<file path="src/rtl/irq_cpu_pkg.sv">
`timescale 1ns/1ps
package irq_cpu_pkg;
    localparam int ADDR_W = 13;
    localparam int ID_W   = 10;

    localparam logic [ADDR_W-1:0] OFF_CTRL  = 13'h0000;
    localparam logic [ADDR_W-1:0] OFF_ACK   = 13'h000C;
    localparam logic [ADDR_W-1:0] OFF_DROP  = 13'h0010;
    localparam logic [ADDR_W-1:0] OFF_DEACT = 13'h1000;

    localparam logic [ID_W-1:0] ID_SPURIOUS = 10'd1023;
    localparam logic [ID_W-1:0] ID_RESERVED = 10'd1020;

    localparam int CTRL_EN_BIT    = 0;
    localparam int CTRL_SPLIT_BIT = 9;
    localparam logic [31:0] CTRL_KEEP_MASK = 32'h0000_03E1;

    typedef enum logic [1:0] {
        ST_IDLE   = 2'd0,
        ST_NESTED = 2'd1,
        ST_FULL   = 2'd2
    } run_state_e;
endpackage

</file>
<file path="src/rtl/irq_arbiter.sv">
`timescale 1ns/1ps
module irq_arbiter #(
    parameter int NUM_IRQ = 32,
    parameter int PRIO_W  = 4,
    localparam int IDX_W  = (NUM_IRQ > 1) ? $clog2(NUM_IRQ) : 1
) (
    input  logic [NUM_IRQ-1:0]        elig_i,
    input  logic [NUM_IRQ*PRIO_W-1:0] prio_i,
    output logic                      found_o,
    output logic [IDX_W-1:0]          win_idx_o,
    output logic [PRIO_W-1:0]         win_prio_o
);
    logic [PRIO_W-1:0] prio_arr [NUM_IRQ];

    for (genvar g = 0; g < NUM_IRQ; g++) begin : g_unpack
        assign prio_arr[g] = prio_i[g*PRIO_W +: PRIO_W];
    end

    // Ascending scan with a strict compare: on a tie the earlier (lower) ID stays.
    always_comb begin
        found_o    = 1'b0;
        win_idx_o  = '0;
        win_prio_o = '1;
        for (int i = 0; i < NUM_IRQ; i++) begin
            if (elig_i[i] && (!found_o || (prio_arr[i] < win_prio_o))) begin
                found_o    = 1'b1;
                win_idx_o  = IDX_W'(i);
                win_prio_o = prio_arr[i];
            end
        end
    end
endmodule

</file>
<file path="src/rtl/irq_prio_stack.sv">
`timescale 1ns/1ps
module irq_prio_stack #(
    parameter int DEPTH  = 4,
    parameter int PRIO_W = 4,
    parameter int ID_W   = 10,
    localparam int PTR_W = (DEPTH > 1) ? $clog2(DEPTH) : 1,
    localparam int CNT_W = $clog2(DEPTH + 1)
) (
    input  logic              clk,
    input  logic              rst_n,
    input  logic              push_i,
    input  logic              pop_i,
    input  logic [PRIO_W-1:0] push_prio_i,
    input  logic [ID_W-1:0]   push_id_i,
    output logic [PRIO_W-1:0] top_prio_o,
    output logic [ID_W-1:0]   top_id_o,
    output logic [CNT_W-1:0]  count_o,
    output logic              empty_o,
    output logic              full_o
);
    logic [PRIO_W-1:0] prio_mem [DEPTH];
    logic [ID_W-1:0]   id_mem   [DEPTH];
    logic [CNT_W-1:0]  cnt_q;
    logic [PTR_W-1:0]  wr_ptr;
    logic [PTR_W-1:0]  top_ptr;

    assign wr_ptr  = PTR_W'(cnt_q);
    assign top_ptr = PTR_W'(cnt_q - 1'b1);
    assign empty_o = (cnt_q == '0);
    assign full_o  = (cnt_q == CNT_W'(DEPTH));
    assign count_o = cnt_q;

    for (genvar k = 0; k < DEPTH; k++) begin : g_entry
        always_ff @(posedge clk) begin
            if (!rst_n) begin
                prio_mem[k] <= '0;
                id_mem[k]   <= '0;
            end else if (push_i && !full_o && (wr_ptr == PTR_W'(k))) begin
                prio_mem[k] <= push_prio_i;
                id_mem[k]   <= push_id_i;
            end
        end
    end

    always_ff @(posedge clk) begin
        if (!rst_n)
            cnt_q <= '0;
        else if (push_i && !full_o)
            cnt_q <= cnt_q + 1'b1;
        else if (pop_i && !empty_o)
            cnt_q <= cnt_q - 1'b1;
    end

    assign top_prio_o = empty_o ? '0 : prio_mem[top_ptr];
    assign top_id_o   = empty_o ? '0 : id_mem[top_ptr];

    // the interface never pushes into a full stack
    a_r5_no_push_when_full: assert property (@(posedge clk) disable iff (!rst_n)
        push_i |-> !full_o);
    // a drop only pops when something is there
    a_r9_no_pop_when_empty: assert property (@(posedge clk) disable iff (!rst_n)
        pop_i |-> !empty_o);
endmodule

</file>
<file path="src/rtl/irq_cpu_if.sv">
`timescale 1ns/1ps
module irq_cpu_if
    import irq_cpu_pkg::*;
#(
    parameter int NUM_IRQ     = 32,
    parameter int PRIO_W      = 4,
    parameter int STACK_DEPTH = 4
) (
    input  logic                      clk,
    input  logic                      rst_n,
    input  logic [NUM_IRQ-1:0]        irq_pend_i,
    input  logic [NUM_IRQ*PRIO_W-1:0] irq_prio_i,
    input  logic                      req_i,
    input  logic                      wr_i,
    input  logic [ADDR_W-1:0]         addr_i,
    input  logic [31:0]               wdata_i,
    output logic [31:0]               rdata_o,
    output logic                      rvalid_o,
    output logic                      irq_o
);
    localparam int IDX_W = (NUM_IRQ > 1) ? $clog2(NUM_IRQ) : 1;
    localparam int CNT_W = $clog2(STACK_DEPTH + 1);
    localparam int RP_W  = PRIO_W + 1;
    localparam logic [RP_W-1:0] IDLE_PRIO = RP_W'(1 << PRIO_W);

    run_state_e         state_q, state_d;
    logic [31:0]        ctrl_q;
    logic [NUM_IRQ-1:0] active_q, active_d;
    logic [NUM_IRQ-1:0] elig;
    logic [RP_W-1:0]    run_prio;
    logic               found;
    logic [IDX_W-1:0]   win_idx;
    logic [PRIO_W-1:0]  win_prio;
    logic [PRIO_W-1:0]  top_prio;
    logic [ID_W-1:0]    top_id;
    logic [CNT_W-1:0]   stk_cnt;
    logic               stk_empty, stk_full;
    logic               en, split;
    logic               take_ok, rd_req, rd_ack, ack_take;
    logic               drop_wr, drop_match, deact_wr, deact_hit;
    logic [ID_W-1:0]    wr_id;
    logic [IDX_W-1:0]   drop_idx, deact_idx;
    logic [31:0]        rdata_q;
    logic               rvalid_q;

    assign en    = ctrl_q[CTRL_EN_BIT];
    assign split = ctrl_q[CTRL_SPLIT_BIT];
    assign wr_id = wdata_i[ID_W-1:0];

    // ---------------- eligibility and selection ----------------
    assign run_prio = (state_q == ST_IDLE) ? IDLE_PRIO : {1'b0, top_prio};

    for (genvar g = 0; g < NUM_IRQ; g++) begin : g_elig
        assign elig[g] = irq_pend_i[g] && !active_q[g] &&
                         ({1'b0, irq_prio_i[g*PRIO_W +: PRIO_W]} < run_prio);
    end

    irq_arbiter #(.NUM_IRQ(NUM_IRQ), .PRIO_W(PRIO_W)) u_arb (
        .elig_i     (elig),
        .prio_i     (irq_prio_i),
        .found_o    (found),
        .win_idx_o  (win_idx),
        .win_prio_o (win_prio)
    );

    // ---------------- bus decode ----------------
    assign rd_req     = req_i && !wr_i;
    assign rd_ack     = rd_req && (addr_i == OFF_ACK);
    assign ack_take   = rd_ack && take_ok;
    assign drop_wr    = req_i && wr_i && (addr_i == OFF_DROP);
    assign drop_match = drop_wr && (state_q != ST_IDLE) && (wr_id == top_id);
    assign drop_idx   = top_id[IDX_W-1:0];
    assign deact_wr   = req_i && wr_i && (addr_i == OFF_DEACT) && split;
    assign deact_idx  = wr_id[IDX_W-1:0];
    assign deact_hit  = deact_wr && (wr_id < ID_W'(NUM_IRQ)) && active_q[deact_idx];

    irq_prio_stack #(.DEPTH(STACK_DEPTH), .PRIO_W(PRIO_W), .ID_W(ID_W)) u_stack (
        .clk         (clk),
        .rst_n       (rst_n),
        .push_i      (ack_take),
        .pop_i       (drop_match),
        .push_prio_i (win_prio),
        .push_id_i   (ID_W'(win_idx)),
        .top_prio_o  (top_prio),
        .top_id_o    (top_id),
        .count_o     (stk_cnt),
        .empty_o     (stk_empty),
        .full_o      (stk_full)
    );

    // ---------------- nesting state machine ----------------
    always_ff @(posedge clk) begin
        if (!rst_n) state_q <= ST_IDLE;
        else        state_q <= state_d;
    end

    always_comb begin
        state_d = state_q;
        unique case (state_q)
            ST_IDLE: begin
                if (ack_take)
                    state_d = (STACK_DEPTH == 1) ? ST_FULL : ST_NESTED;
            end
            ST_NESTED: begin
                if (ack_take && (stk_cnt == CNT_W'(STACK_DEPTH - 1)))
                    state_d = ST_FULL;
                else if (drop_match && (stk_cnt == CNT_W'(1)))
                    state_d = ST_IDLE;
            end
            ST_FULL: begin
                if (drop_match)
                    state_d = (STACK_DEPTH == 1) ? ST_IDLE : ST_NESTED;
            end
            default: state_d = ST_IDLE;
        endcase
    end

    // Output process: the line is signalled only where a take is allowed
    always_comb begin
        take_ok = 1'b0;
        unique case (state_q)
            ST_IDLE, ST_NESTED: take_ok = en && found;
            ST_FULL:            take_ok = 1'b0;
            default:            take_ok = 1'b0;
        endcase
    end
    assign irq_o = take_ok;

    // ---------------- active set ----------------
    always_comb begin
        active_d = active_q;
        if (ack_take)
            active_d[win_idx] = 1'b1;
        if (drop_match && !split)
            active_d[drop_idx] = 1'b0;
        if (deact_hit)
            active_d[deact_idx] = 1'b0;
    end

    always_ff @(posedge clk) begin
        if (!rst_n) active_q <= '0;
        else        active_q <= active_d;
    end

    // ---------------- registers and read path ----------------
    always_ff @(posedge clk) begin
        if (!rst_n)
            ctrl_q <= '0;
        else if (req_i && wr_i && (addr_i == OFF_CTRL))
            ctrl_q <= wdata_i & CTRL_KEEP_MASK;
    end

    always_ff @(posedge clk) begin
        if (!rst_n) begin
            rdata_q  <= '0;
            rvalid_q <= 1'b0;
        end else begin
            rvalid_q <= rd_req;
            if (rd_req) begin
                case (addr_i)
                    OFF_CTRL: rdata_q <= ctrl_q;
                    OFF_ACK:  rdata_q <= {22'd0, ack_take ? ID_W'(win_idx) : ID_SPURIOUS};
                    default:  rdata_q <= '0;
                endcase
            end
        end
    end

    assign rdata_o  = rdata_q;
    assign rvalid_o = rvalid_q;

    // ---------------- assertions ----------------
    // nothing is signalled while the interface is disabled
    a_r2_irq_low_when_off: assert property (@(posedge clk) disable iff (!rst_n)
        !ctrl_q[CTRL_EN_BIT] |-> !irq_o);
    // the reserved ID never comes back from a read
    a_r4_no_reserved_id: assert property (@(posedge clk) disable iff (!rst_n)
        rvalid_o |-> (rdata_o[ID_W-1:0] != ID_RESERVED));
    // a real ID returned by acknowledge is active when it appears
    a_r4_ack_marks_active: assert property (@(posedge clk) disable iff (!rst_n)
        (rvalid_o && $past(rd_ack) && (rdata_o[ID_W-1:0] != ID_SPURIOUS))
        |-> active_q[rdata_o[IDX_W-1:0]]);
    // each push raises the running priority strictly
    a_r5_push_raises_prio: assert property (@(posedge clk) disable iff (!rst_n)
        ack_take |=> (run_prio < $past(run_prio)));
    // the state machine agrees with the stack occupancy
    a_r5_state_tracks_depth: assert property (@(posedge clk) disable iff (!rst_n)
        ((state_q == ST_IDLE) == stk_empty) && ((state_q == ST_FULL) == stk_full));
    // a drop with split off frees the interrupt
    a_r6_drop_deactivates: assert property (@(posedge clk) disable iff (!rst_n)
        (drop_match && !split) |=> !active_q[$past(drop_idx)]);
    // a drop with split on leaves it active
    a_r7_split_keeps_active: assert property (@(posedge clk) disable iff (!rst_n)
        (drop_match && split) |=> active_q[$past(drop_idx)]);
endmodule

</file>
<file path="config.mk">
export PLATFORM = sky130hd
export DESIGN_NAME = irq_cpu_if
export DESIGN_NICKNAME = d
export VERILOG_FILES = /design/src/rtl/irq_cpu_pkg.sv /design/src/rtl/irq_arbiter.sv /design/src/rtl/irq_prio_stack.sv /design/src/rtl/irq_cpu_if.sv
export SDC_FILE = /design/constraint.sdc
export NUM_CORES = 1
export LEC_CHECK = 0
export ABC_AREA = 0
export BUFFER_PORTS_ARGS = -buffer_cell sky130_fd_sc_hd__buf_2
export CELL_PAD_IN_SITES_DETAIL_PLACEMENT = 0
export CELL_PAD_IN_SITES_GLOBAL_PLACEMENT = 1
export CORE_MARGIN = 8
export CORE_UTILIZATION = 43
export CTS_CLUSTER_SIZE = 25
export DETAILED_ROUTE_END_ITERATION = 10
export GPL_ROUTABILITY_DRIVEN = 0
export PLACE_DENSITY_LB_ADDON = 0.1
export SYNTH_ARGS = -nofsm -noshare
export SYNTH_HDL_FRONTEND = slang
export SYNTH_SLANG_ARGS = --single-unit
</file>
<file path="constraint.sdc">
create_clock -name clk -period 59.6 [get_ports clk]
set_input_delay 8.94 -clock clk [delete_from_list [all_inputs] [get_ports clk]]
set_output_delay 8.94 -clock clk [all_outputs]
set_load 0.05 [all_outputs]
</file>
==> out/results.txt, run 1 <==
Share of layout cells above drive strength 1 - 19.40%
Relative slew slack - 31.53%
Tmin final - 56030 ps
Port bufs - 198
Post-synth top cells - nor2_1, nand2_1, o21ai_0, ha_1, a21oi_1
Initial antenna violation count - 3
Final WL - 51790 µm
H-tree depth - 3
Met3 Use GR - 3.136%
Area contributors post-synth - ha_1, dfxtp_1, edfxtp_1
CP Capture Type - flop
Multi-input logic area - 11960 µm²
Asr flop ratio synth - 0%
Yosys top cell area share - 11.69%
DR vias/cell - 5.998
Fmax - 0.01785 GHz
Routed length per instance - 19.71 µm
Synth warn - 0
Max Clock Skew - 10.97 ps
Synth cell types - 125
CP Max Fanout - 12
GRT Max-Usage Layer - met2
I/O Pins - 243
Hold Crit Class - flop to flop
CTS Buf Count - 9
Worst Path Arrival - 56120 ps
Largest net degree at the start of global routing - 42
FF+latch area - 2162 µm²
Max-cap viol count - 0
Most frequent CP cell - ha_1
Cell taking the most area after synthesis - ha_1
Area growth syn-to-layout - 14.43%
Synth Register Bits - 90
Initial core utilization - 43.19%
DP HPWL - 40970 µm
TritonRoute pass-1 iters - 5
Post-synth EDFFs - 36
Avg Cell Area, Syn - 7.583 µm²
GRT Residual Overflow - 0
Die area - 40540 µm²
Mapped Area - 14770 µm²
Worst setup SP type - primary input
Worst endpoint required time - 59700 ps
Die width - 201.3 µm
Final Setup Violations - 0
Seq/Total Area, Yosys - 14.64%
Gr usage total - 24.25%
Via count - 15760
Max Buffers Root-to-Sink - 2
Grt met1 use - 32.50%
Worst-skew pair later-pin latency - 360 ps
Die height - 201.3 µm
CP peak stage delay - 470 ps
Status - completed
Post-DRT Antenna Nets - 0
Fill cells - 3479
Crit Path Category - primary input to flop
Site Rows - 68
CTS Hold Bufs - 0
Vias in the first global route - 15170
Core area - 34200 µm²
GR Util met2 - 40.72%
CTS tree - built
Final Cycle Share - 94.00%
Worst slew pin tran - 1020 ps
Post-route DRC - 0
Slowest CP cell - or3b_1
Clock sink total - 90
1st-iter DRT viols - 1151
Nets - 2512
Post-layout util - 49.42%
Final Hold Viols - 0
CTS clk-pin slew, worst paths - 80 ps
Clock root buffer - clkbuf_16
First-pass GRT wire length - 81560 µm
Ys flop type - dfxtp_1
Fin. max-slew vios - 0
Count leader, synth - nor2_1
Syn Inst Count - 1948
## worst max-delay path: cells and delay by family
| family | cells | cell delay, ps |
|---|---|---|
| muxes | 20 | 5590 |
| AOI/OAI and AO/OA | 92 | 17410 |
| and+or+nand+nor | 76 | 12260 |
| buffers and inverters | 31 | 2960 |
| adders and majority gates | 32 | 8830 |
## cell type report
cell class	count	share of cell area, %
Clock inverter	7	0.4219
Timing Repair Buffer	257	8.631
Antenna cell	2	0.02961
Clock buffer	9	1.332
Sequential cell	90	12.79
Multi-Input combinational cell	1686	70.74
Inverter	121	2.687
Tap cell	455	3.368
## final timing paths
kind                      startpoint                     end  slack, ps  cells after the start
setup / recovery       irq_prio_i[2]  u_stack.prio_mem[0][0]       3570                    251
hold / removal             ctrl_q[8]              rdata_o[8]        470                      2
setup reg to reg  u_stack.count_o[0]  u_stack.prio_mem[0][0]       9890                    254
hold reg to reg            ctrl_q[8]              rdata_o[8]        470                      2
## state kept, by name (all words and copies together) (netlist names)
register          cells
rvalid_o              1
rdata_o              10
u_stack.count_o       3
state_q               2
active_q             32
ctrl_q                6
u_stack.id_mem       20
u_stack.prio_mem     16
## cell families after synthesis
kind of cell,synth area share (%)
DFF,14.64
adders and majority gates,13.21
muxes,8.419
and+or+nand+nor,25.00
AOI/OAI and AO/OA,31.83
buffers and inverters,5.827
other,0.02539
xor gates and xnor gates,1.059
## cell usage in the layout (no fill, tap or decap), types with 23 or more instances in the layout
cell and n:
nand2b_1 57, buf_4 57, a31oi_1 44, o21a_1 29
buf_2 198, a21o_1 37, and2_1 26, nor3_1 43
nand2_1 152, nor2b_1 49, nor2_1 186, dfxtp_1 54
o21ai_0 139, nand3_1 56, edfxtp_1 36, or2_2 23
o211ai_1 25, mux2i_1 41, inv_1 120, and3_1 26
ha_1 138, a21oi_1 134
## layer usage
layer / vias up / share of wire [%]
met1: 7433 / 46
met2: 468 / 47
met5: - / 0.058
met3: 70 / 5.5
met4: 4 / 2.1
li1: 7781 / -
## per-stage QoR
stage	instance area (µm²)	setup WS, ps	hold WS (ps)	instances	setup TNS, ps
3_3_place_gp	16310	1644	439.9	2587	0
4_1_cts	16610	1455	470.4	2603	0
3_5_place_dp	16310	1322	457.9	2587	0
5_1_grt	16900	-111.3	495.0	2626	-1373
2_1_floorplan	14850	6639	430.6	1969	0
6_report	16900	3574	467.8	2627	0
## timing repair
action	4_1_cts	5_1_grt
hold endpoints to repair	0	0
gates resized for setup	0	35
buffers inserted	0	22
endpoints found under the setup margin	0	73
Power of run 1 is left out: the tool's default activity adds up to more than one toggle a clock period on the data nets, which glitch-free logic cannot reach.
==> run 2, diff against run 1 <==
Settings changed: CORE_MARGIN 8 to 4, CORE_UTILIZATION 43 to 35, SKIP_LAST_GASP set to 1.
==> out/results.txt, run 2 (synthesized netlist as in run 1, its figures left out) <==
Status - completed
Port bufs - 198
CP peak stage delay - 450 ps
Regs by FF count - active_q: 32 flops, u_stack.id_mem: 20 flops, u_stack.prio_mem: 16 flops
Final Cycle Share - 93.07%
Nets - 2530
DR vias/cell - 5.729
First-pass GRT wire length - 82670 µm
Die height - 213.4 µm
Die width - 213.4 µm
Worst endpoint required time - 59850 ps
Site Rows - 74
Multi-input logic area - 11950 µm²
Slowest CP cell - or3b_1
Largest net degree at the start of global routing - 42
Area growth syn-to-layout - 15.72%
DP HPWL - 42930 µm
Clock sink total - 90
1st-iter DRT viols - 1036
CTS tree - built
Via count - 15600
Fin. max-slew vios - 0
Final Setup Violations - 0
Die area - 45550 µm²
Vias in the first global route - 14790
Met3 Use GR - 2.648%
Max Buffers Root-to-Sink - 2
Final Hold Viols - 0
Worst Path Arrival - 55720 ps
CTS Buf Count - 9
Most frequent CP cell - ha_1
Crit Path Category - primary input to flop
Max-cap viol count - 0
GRT Max-Usage Layer - met2
GR Util met2 - 37.77%
Max Clock Skew - 8.484 ps
FF+latch area - 2162 µm²
Initial antenna violation count - 3
CTS clk-pin slew, worst paths - 70 ps
Largest register FFs - 32
Fmax - 0.01803 GHz
Core area - 41290 µm²
Initial core utilization - 35.77%
H-tree depth - 3
Final WL - 53420 µm
Worst setup SP type - primary input
CP Capture Type - flop
Post-DRT Antenna Nets - 0
Setup TNS - 0 ps
Biggest register - active_q
Worst-skew pair later-pin latency - 360 ps
Relative slew slack - 33.89%
Clock root buffer - clkbuf_16
I/O Pins - 243
Share of layout cells above drive strength 1 - 20.02%
Hold Crit Class - flop to flop
Fill cells - 4348
Gr usage total - 22.45%
TritonRoute pass-1 iters - 5
CP Max Fanout - 12
Worst slew pin tran - 985.1 ps
Post-layout util - 41.39%
CTS Hold Bufs - 0
Grt met1 use - 31.73%
Post-route DRC - 0
Tmin final - 55470 ps
GRT Residual Overflow - 0
Routed length per instance - 19.62 µm
Commonest non-fill, non-tap cells in the layout - buf_2, nor2_1, nand2_1
Commonest non-fill, non-tap cell in the layout - buf_2
RSZ-0062 raised after global routing - false
## run 2: changes by cell type in the layout (fill, tap and decap cells not counted), moves of 2 or more
cell	change
nand2_2	+2
nand2_1	-2
nor2_1	+3
buf_4	+18
nor2_4	-2
a2111oi_1	-2
## run 2: area by class of cell
cell class	count	area share (%)
inverter	121	2.657
clock buffer	10	1.339
antenna	3	0.04392
sequential	90	12.65
tap	532	3.894
timing repair buffer	274	9.208
clock inverter	6	0.2928
multi-input combinational	1687	69.92
## run 2: worst max-delay path: cells and delay by family
| family | cells | cell delay, ps |
|---|---|---|
| buffers and inverters | 30 | 2900 |
| adders and majority gates | 32 | 8680 |
| and+or+nand+nor | 76 | 11820 |
| muxes | 19 | 5470 |
| AOI/OAI and AO/OA | 93 | 17860 |
## run 2: what timing repair did
action / CTS / global route
buffers inserted: 0 / 18
hold endpoints to repair: 0 / 0
gates resized for setup: 0 / 29
setup endpoints to repair: 0 / 73
## run 2: layer usage
| layer | vias up | routed length, µm |
|---|---|---|
| li1 | 7816 | - |
| met1 | 7370 | 25180 |
| met2 | 364 | 25090 |
| met3 | 48 | 2492 |
| met4 | 2 | 633 |
| met5 | - | 13 |
## run 2: path summary, 6_finish.rpt
path                            from            to  slack, ps  depth (start not counted)
setup / recovery       irq_prio_i[2]  active_q[18]       4130                        250
hold / removal           active_q[4]   active_q[4]        470                          2
setup reg to reg  u_stack.count_o[0]  active_q[18]       9860                        253
hold reg to reg          active_q[4]   active_q[4]        470                          2
## run 2: metrics by stage
step / setup WS (ps) / cells / instance area [µm²] / hold slack [ps]
floorplan: 6639 / 1969 / 14850 / 430.6
global placement: 1656 / 2685 / 16570 / 459.6
detailed placement: 1391 / 2685 / 16570 / 459.6
CTS: 1544 / 2701 / 16850 / 478.3
global route: 5.038 / 2720 / 17090 / 510.8
finish: 4131 / 2723 / 17090 / 469.9
Power of run 2 is left out for the same reason.
